$ cat config.mk
export PLATFORM = sky130hd
export DESIGN_NAME = gate_rank_lookup
export DESIGN_NICKNAME = d
export VERILOG_FILES = /design/src/rtl/gri_pkg.sv /design/src/rtl/gri_rst_sync.sv /design/src/rtl/gri_word_rank.sv /design/src/rtl/gri_rank_sum.sv /design/src/rtl/gate_rank_lookup.sv
export SDC_FILE = /design/constraint.sdc
export NUM_CORES = 1
export LEC_CHECK = 0
export BUFFER_PORTS_ARGS = -buffer_cell sky130_fd_sc_hd__buf_2
export CAP_MARGIN = 15
export CORE_UTILIZATION = 60
export DETAILED_ROUTE_END_ITERATION = 16
export PLACE_DENSITY_LB_ADDON = 0.25
export SLEW_MARGIN = 20
export SYNTH_ARGS = -nofsm -noshare
export SYNTH_HDL_FRONTEND = slang
export SYNTH_HIERARCHICAL = 1
export SYNTH_SLANG_ARGS = --single-unit
$ cat constraint.sdc
create_clock -name clk -period 0.95 [get_ports clk]
set_clock_uncertainty 0.05 [all_clocks]
set_input_delay 0.0475 -clock clk [delete_from_list [all_inputs] [get_ports clk]]
set_output_delay 0.0475 -clock clk [all_outputs]
set_load 0.01 [all_outputs]
$ cat src/rtl/gri_pkg.sv
package gri_pkg;
  localparam int ID_W  = 8;
  localparam int IDX_W = 8;

  typedef struct packed {
    logic             valid;
    logic             invalid;
    logic [IDX_W-1:0] index;
  } gri_rsp_t;
endpackage

$ cat src/rtl/gri_rst_sync.sv
module gri_rst_sync #(
  parameter int STAGES = 2
) (
  input  logic clk,
  input  logic rst_n,
  output logic rst_sync_n
);
  logic [STAGES-1:0] chain_q;

  always_ff @(posedge clk or negedge rst_n) begin
    if (!rst_n) chain_q <= '0;
    else        chain_q <= {chain_q[STAGES-2:0], 1'b1};
  end

  assign rst_sync_n = chain_q[STAGES-1];
endmodule

$ cat src/rtl/gri_word_rank.sv
module gri_word_rank #(
  parameter int WORD_W   = 64,
  parameter int WORD_IDX = 0,
  parameter int SEL_W    = 2,
  parameter int BIT_W    = 6,
  localparam int CNT_W   = $clog2(WORD_W + 1)
) (
  input  logic [WORD_W-1:0] word_bits,
  input  logic [SEL_W-1:0]  sel_word,
  input  logic [BIT_W-1:0]  sel_bit,
  output logic [CNT_W-1:0]  count
);
  logic [WORD_W-1:0] mask;
  logic [WORD_W-1:0] kept;

  // Full word below the selected one, prefix mask on it, nothing above.
  always_comb begin
    for (int b = 0; b < WORD_W; b++) begin
      if (int'(sel_word) > WORD_IDX)       mask[b] = 1'b1;
      else if (int'(sel_word) == WORD_IDX) mask[b] = (b <= int'(sel_bit));
      else                                 mask[b] = 1'b0;
    end
  end

  assign kept = word_bits & mask;

  always_comb begin
    count = '0;
    for (int b = 0; b < WORD_W; b++) count = count + CNT_W'(kept[b]);
  end
endmodule

$ cat src/rtl/gri_rank_sum.sv
module gri_rank_sum #(
  parameter int MAP_WORDS = 3,
  parameter int WORD_W    = 64,
  parameter int ID_W      = 8,
  parameter logic [MAP_WORDS*WORD_W-1:0] MAP = '0,
  localparam int MAP_BITS = MAP_WORDS * WORD_W,
  localparam int RANK_W   = $clog2(MAP_BITS + 1),
  localparam int PAD_BITS = (MAP_BITS > (1 << ID_W)) ? MAP_BITS : (1 << ID_W)
) (
  input  logic [ID_W-1:0]   sec,
  output logic [RANK_W-1:0] rank,
  output logic              in_range,
  output logic              hit
);
  localparam int CNT_W = $clog2(WORD_W + 1);
  localparam int BIT_W = $clog2(WORD_W);
  localparam int SEL_W = (ID_W > BIT_W) ? ID_W - BIT_W : 1;
  localparam logic [PAD_BITS-1:0] MAP_PAD = PAD_BITS'(MAP);

  logic [SEL_W-1:0] sel_word;
  logic [BIT_W-1:0] sel_bit;
  logic [CNT_W-1:0] word_cnt [MAP_WORDS];

  assign sel_word = SEL_W'(sec >> BIT_W);
  assign sel_bit  = sec[BIT_W-1:0];
  assign in_range = (32'(sec) < MAP_BITS);
  assign hit      = in_range & MAP_PAD[sec];

  for (genvar w = 0; w < MAP_WORDS; w++) begin : g_word
    gri_word_rank #(
      .WORD_W  (WORD_W),
      .WORD_IDX(w),
      .SEL_W   (SEL_W),
      .BIT_W   (BIT_W)
    ) u_rank (
      .word_bits(MAP[w*WORD_W +: WORD_W]),
      .sel_word (sel_word),
      .sel_bit  (sel_bit),
      .count    (word_cnt[w])
    );
  end

  always_comb begin
    rank = '0;
    for (int w = 0; w < MAP_WORDS; w++) rank = rank + RANK_W'(word_cnt[w]);
  end
endmodule

$ cat src/rtl/gate_rank_lookup.sv
module gate_rank_lookup #(
  parameter int MAP_WORDS     = 3,
  parameter int WORD_W        = 64,
  parameter int FIXED_COUNT   = 6,
  parameter int FIXED_PRIMARY = 1,
  parameter logic [MAP_WORDS*WORD_W-1:0] MAP =
    {64'h04777f33f6fec9ff, 64'h0000000000000001, 64'h000000f17ef417ff}
) (
  input  logic                    clk,
  input  logic                    rst_n,
  input  logic                    req_valid,
  input  logic [gri_pkg::ID_W-1:0]  req_primary,
  input  logic [gri_pkg::ID_W-1:0]  req_secondary,
  output logic                    rsp_valid,
  output logic [gri_pkg::IDX_W-1:0] rsp_index,
  output logic                    rsp_invalid
);
  import gri_pkg::*;

  localparam int MAP_BITS = MAP_WORDS * WORD_W;
  localparam int RANK_W   = $clog2(MAP_BITS + 1);

  logic              rst_sync_n;
  logic [RANK_W-1:0] rank;
  logic              in_range;
  logic              hit;
  gri_rsp_t          rsp_d, rsp_q;
  logic              rsp_en;

  gri_rst_sync #(.STAGES(2)) u_rst (
    .clk       (clk),
    .rst_n     (rst_n),
    .rst_sync_n(rst_sync_n)
  );

  gri_rank_sum #(
    .MAP_WORDS(MAP_WORDS),
    .WORD_W   (WORD_W),
    .ID_W     (ID_W),
    .MAP      (MAP)
  ) u_sum (
    .sec     (req_secondary),
    .rank    (rank),
    .in_range(in_range),
    .hit     (hit)
  );

  // Next-state decode of one request.
  always_comb begin
    rsp_d = '0;
    if (req_valid) begin
      rsp_d.valid = 1'b1;
      if (32'(req_primary) == FIXED_PRIMARY) begin
        if (32'(req_secondary) < FIXED_COUNT) rsp_d.index   = IDX_W'(req_secondary);
        else                                  rsp_d.invalid = 1'b1;
      end else if (in_range && hit) begin
        rsp_d.index = IDX_W'(FIXED_COUNT - 1) + IDX_W'(rank);
      end else begin
        rsp_d.invalid = 1'b1;
      end
    end
  end

  // Load on a new request, or to clear the previous response.
  assign rsp_en = req_valid | rsp_q.valid;

  always_ff @(posedge clk or negedge rst_sync_n) begin
    if (!rst_sync_n)  rsp_q <= '0;
    else if (rsp_en)  rsp_q <= rsp_d;
  end

  assign rsp_valid   = rsp_q.valid;
  assign rsp_index   = rsp_q.index;
  assign rsp_invalid = rsp_q.invalid;
endmodule

==> results.json, run 1 <==
{
  "cts_sinks": 12,
  "drive_gt1_share_pct": 20.7,
  "numCtsBuffers": 3,
  "area_growth_pct": 31.1,
  "dieHeight_um": 125,
  "finalWeightedCongestion": 0.932,
  "setup_violations": 9,
  "wl_per_cell_um": 18.8,
  "grt_usage_pct": 37.0,
  "die_w_um": 125,
  "worstMarginPinSlew_ns": 0.576,
  "grt_pass1_wl_um": 46300,
  "worst_path_most_repeated_cell": "fa_1",
  "clk_path_buf_depth": 2,
  "vias_per_cell": 5.86,
  "start_util_pct": 61.9,
  "fin_crit_ns": 8.32,
  "max_freq_mhz": 120,
  "start_kind": "input pin",
  "first_pass_iters": 7,
  "port_buffers": 28,
  "synth_seq_cells": 12,
  "grt.overflow.total": 0,
  "cp_slowest_stage_delay_ns": 0.63,
  "placed_area_mm2": 0.0111,
  "synth_top_area_cell": "fa_1",
  "grt_setup_unrepaired": "true",
  "arrival_ns": 8.41,
  "place_hpwl_um": 20700,
  "busiest_layer": "met2",
  "ys_types": 73,
  "drt-initial-drc-count": 995,
  "cp_max_fo": 8,
  "cts_tree": "done",
  "first_global_vias": 9393,
  "synthFlopType": "dfrtp_1",
  "grt_util_met3_pct": 3.87,
  "synth_warnings": 6,
  "cp-end-kind": "flop",
  "vias": 9346,
  "fin_util_pct": 81.1,
  "violations": "setup timing",
  "critical_path_required_ns": 1.03,
  "fin_crit_sh_pct": 876,
  "ys_top_cells_by_count": "fa_1, inv_1, o21ai_0",
  "grt_max_degree": 38,
  "synth_edf_count": 0,
  "final_area_mm2": 0.0118,
  "relSlewSlack_pct": 61.2,
  "hold_path_class": "input pin to async pin",
  "ys_seq_area_share_pct": 3.33,
  "slowest_stage": "fa_1",
  "yosysMostFrequentCell": "fa_1",
  "synthesis.area_mm2": 0.00902,
  "status": "finished with violations",
  "use_met1_pct": 48.6,
  "path_clk_slew_ns": 0.04,
  "cts-root-buf": "clkbuf_16",
  "fin_hold_ws_ns": 0.0804,
  "io_pins": 29,
  "maxCapViolations": 0,
  "ctsHtreeMaxLevel": 1,
  "nets": 1656,
  "die_area_mm2": 0.0155,
  "netlist_instances": 1093,
  "netlist_top_cells_area": "fa_1, ha_1, inv_1",
  "core_mm2": 0.0146,
  "ys_async_sr_fraction_pct": 100,
  "setup_tns_ns": -56.27,
  "drcViolationCount": 0,
  "wirelength_um": 30000,
  "hold_viol_final": 0,
  "rows": 44,
  "antenna_cells": 0,
  "grt_antenna_before_repair": 0,
  "worstSetupPathType": "input pin to flop",
  "yosysTopAreaCellShare_pct": 37.7,
  "ant_nets": 0,
  "globalRouteMet2Util_pct": 64.0,
  "worst_slack_ns": -7.37,
  "slew_violations": 0,
  "synth.avg_cell_area_um2": 8.26,
  "insertion_delay_ns": 0.23
}
[kinds of logic (layout without fill, tap and decap cells)]
family | Yosys count | in the layout | share of synthesized area (%)
flip-flops | 12 | 12 | 3.33
AO/OA/AOI/OAI | 316 | 316 | 22.4
other | 3 | 193 | 0.125
adder cells (fa/ha/maj) | 225 | 225 | 45.3
buffers and inverters | 225 | 352 | 10.0
AND/OR/NAND/NOR | 292 | 292 | 16.9
XOR/XNOR | 20 | 20 | 1.94
[cell usage in the layout, fill, tap and decap left out, drive strengths merged, types with 9 or more instances in the layout]
cell / n
a21boi: 23
a21o: 11
a21oi: 67
and2: 10
buf: 184
conb: 193
dfrtp: 12
fa: 170
ha: 55
inv: 160
nand2: 89
nand2b: 9
nand3: 40
nor2: 62
nor2b: 14
nor3: 18
o211ai: 42
o21a: 22
o21ai: 98
xnor2: 10
xor2: 10
[routing by layer]
layer / vias to the layer above / wire length (um)
met5: - / 0
met4: 0 / 1700
met3: 142 / 2410
met2: 585 / 14600
met1: 4501 / 11300
li1: 4118 / -
[worst paths after layout]
| check | slack, ns | start | cells after the start | end |
|---|---|---|---|---|
| worst min-delay path | 0.08 | rst_n | 2 | u_rst/chain_q[0]$_DFF_PN0_ |
| max in group asynchronous | 0.46 | u_rst/chain_q[1]$_DFF_PN0_ | 0 | rsp_index[5]$_DFFE_PN0P_ |
| worst max register to register | -0.37 | rsp_valid$_DFFE_PN0P_ | 4 | rsp_index[4]$_DFFE_PN0P_ |
| worst min register to register | 0.10 | u_rst/chain_q[1]$_DFF_PN0_ | 0 | rsp_index[1]$_DFFE_PN0P_ |
| worst max-delay path | -7.37 | req_secondary[4] | 27 | rsp_index[4]$_DFFE_PN0P_ |
| min in group clk | 0.21 | req_valid | 3 | rsp_invalid$_DFFE_PN0P_ |
[timing repair]
action / 4_1_cts / 5_1_grt
gates resized for setup: 34 / 59
endpoints found under the hold margin: 3 / 0
buffers inserted: 7 / 17
hold buffers: 2 / 0
pin swaps: 47 / 53
cloned: 1 / 1
setup endpoints to repair: 9 / 9
[flip-flops by register name (all words and copies together) (netlist names)]
name and count:
rsp_index 8, rsp_invalid 1, rsp_valid 1, u_rst/chain_q 2
[area by class of cell]
class,count,area (um^2)
sequential,12,300
inverter,160,627
timing repair buffer,189,1590
multi-input combinational,1046,9010
clock buffer,3,75.1
fill,895,2760
tap,184,230
[stage by stage]
stage               cells  setup slack, ns
floorplan            1283            -6.82
global placement     1565            -7.39
detailed placement   1565            -7.41
CTS                  1578            -7.15
global route         1594            -7.60
finish               1594            -7.37
[critical path, delay by kind of cell]
family	cells	cell delay [ns]
adders and majority gates	11	5.39
buffers and inverters	9	1.01
AOI/OAI and AO/OA	3	0.78
xor gates and xnor gates	3	0.67
and+or+nand+nor	1	0.51
Power of run 1 is not shown: default switching activity piles up to over one toggle a cycle in this logic, so the estimate is an artifact.
==> run 2: changes to the inputs <==
--- a/config.mk
+++ b/config.mk
@@ -5,7 +5,7 @@
 export SDC_FILE = /design/constraint.sdc
 export NUM_CORES = 1
 export LEC_CHECK = 0
-export BUFFER_PORTS_ARGS = -buffer_cell sky130_fd_sc_hd__buf_2
+export BUFFER_PORTS_ARGS = -buffer_cell sky130_fd_sc_hd__clkbuf_2
 export CAP_MARGIN = 15
 export CORE_UTILIZATION = 60
 export DETAILED_ROUTE_END_ITERATION = 16
@@ -15,3 +15,4 @@
 export SYNTH_HDL_FRONTEND = slang
 export SYNTH_HIERARCHICAL = 1
 export SYNTH_SLANG_ARGS = --single-unit
+export TNS_END_PERCENT = 5
==> results.json, run 2 (synthesis results as in run 1) <==
{
  "status": "finished with violations",
  "violations": "setup timing",
  "numCtsBuffers": 3,
  "fill_cells": 964,
  "first_pass_iters": 5,
  "r2r_end": "rsp_index[3]$_DFFE_PN0P_",
  "relSlewSlack_pct": 64.3,
  "rr_startpoint": "rsp_valid$_DFFE_PN0P_",
  "layout_common_cells": "conb_1, fa_1, inv_1",
  "setup_violations": 10,
  "hold_viol_final": 0,
  "dp_slack_ns": -7.55,
  "drt-initial-drc-count": 753,
  "wirelength_um": 26200,
  "area_growth_pct": 27.9,
  "worst_path_most_repeated_cell": "fa_1",
  "grt_usage_pct": 34.7,
  "worst_slack_ns": -7.25,
  "vias": 8842,
  "placedCellCount": 1588,
  "grt_setup_unrepaired": "true",
  "vias_per_cell": 5.54,
  "dieHeight_um": 125,
  "worstMarginPinSlew_ns": 0.534,
  "cts_tree": "done",
  "max_freq_mhz": 122,
  "largest_reg_flops": 8,
  "grt_antenna_before_repair": 0,
  "hold_path_class": "input pin to flop",
  "nets": 1657,
  "arrival_ns": 8.28,
  "cp_slowest_stage_delay_ns": 0.57,
  "cts_sinks": 12,
  "reg2regPathDepth": 4,
  "core_mm2": 0.0146,
  "slowest_stage": "or4_4",
  "slew_violations": 0,
  "drcViolationCount": 0,
  "critical_path_required_ns": 1.03,
  "worstHoldStart": "req_valid",
  "worst-r2r-setup-slack_ns": -0.26,
  "die_area_mm2": 0.0155,
  "cts-root-buf": "clkbuf_16",
  "setup_tns_ns": -55.50,
  "grt_pass1_wl_um": 43600,
  "die_w_um": 125,
  "port_buffers": 28,
  "hold_path_end": "rsp_valid$_DFFE_PN0P_",
  "io_pins": 29,
  "layout.cells.non_filler": 1596,
  "antenna_cells": 0,
  "path_clk_slew_ns": 0.05,
  "place_hpwl_um": 20800,
  "ant_nets": 0,
  "maxCapViolations": 0,
  "grt.overflow.total": 0,
  "rows": 44,
  "start_kind": "input pin",
  "worstHoldPathCells": 2,
  "finalWeightedCongestion": 0.995,
  "cp_max_fo": 10,
  "final_common_cell": "conb_1",
  "first_global_vias": 8900,
  "clk_path_buf_depth": 2,
  "worstSetupPathType": "input pin to flop",
  "fin_crit_sh_pct": 863,
  "fin_crit_ns": 8.20,
  "grt_max_degree": 44,
  "drive_gt1_share_pct": 19.3,
  "seqCellArea_um2": 300,
  "start_util_pct": 61.9,
  "insertion_delay_ns": 0.25,
  "cp-end-kind": "flop",
  "multiInputGateArea_mm2": 0.00886,
  "wl_per_cell_um": 16.4,
  "ctsHtreeMaxLevel": 1
}
[run 2: changes by cell type in the layout (fill, tap and decap cells not counted), sizes merged]
cell / delta
dlygate4sd3: -1
buf: -22
clkbuf: +26
bufbuf: -1
[run 2: layout make-up]
class | count | share of cell area, %
flip-flops and latches | 12 | 2.60
repair buffers | 190 | 12.7
multi-input cells | 1046 | 76.8
inverters | 160 | 5.20
clock buffers | 4 | 0.770
well taps | 184 | 1.99
[run 2: layer usage]
metal / global-route usage, % / part of all wire, % / vias to the layer above
met2: 57.3 / 49 / 395
met1: 49.5 / 42 / 4256
met3: 2.75 / 7.2 / 63
met4: 8.79 / 2.4 / 0
met5: 0 / 0 / -
li1: - / - / 4128
[run 2: what timing repair did]
item                                    in CTS  in global routing
endpoints found under the hold margin        2                  0
pin swaps                                   14                  8
gates resized for setup                     32                 18
hold buffers                                 1                  0
endpoints found under the setup margin      10                 10
buffers inserted                             2                  1
[run 2: worst max path at each step]
stage / endpoint / depth (start not counted) / startpoint / slack (ns)
after detailed placement: rsp_index[7]$_DFFE_PN0P_ / 30 / req_secondary[1] / -7.55
after floorplan: rsp_index[7]$_DFFE_PN0P_ / 30 / req_secondary[0] / -6.82
after global routing: rsp_index[7]$_DFFE_PN0P_ / 27 / req_secondary[4] / -7.45
final: rsp_index[7]$_DFFE_PN0P_ / 30 / req_secondary[4] / -7.25
after global placement: rsp_index[7]$_DFFE_PN0P_ / 30 / req_secondary[1] / -7.39
after CTS: rsp_index[7]$_DFFE_PN0P_ / 30 / req_secondary[4] / -7.08
[run 2: worst max-delay path: cells and delay by family]
family / cells / cell delay, ns
compound gates: 6 / 0.92
xor+xnor: 3 / 0.49
simple gates: 5 / 1.11
fa+ha+maj: 12 / 5.27
buf+inv: 4 / 0.44
[run 2: per-stage QoR]
step | cell area, um^2 | util [%] | hold WS [ns]
final | 11500 | 79.1 | 0.0323
after global routing | 11500 | 79.1 | 0.0293
after CTS | 11500 | 78.6 | 0.00792
after detailed placement | 11200 | 76.8 | -0.213
after global placement | 11200 | 76.8 | -0.218
after floorplan | 9930 | - | -0.298
Power of run 2 is left out for the same reason.
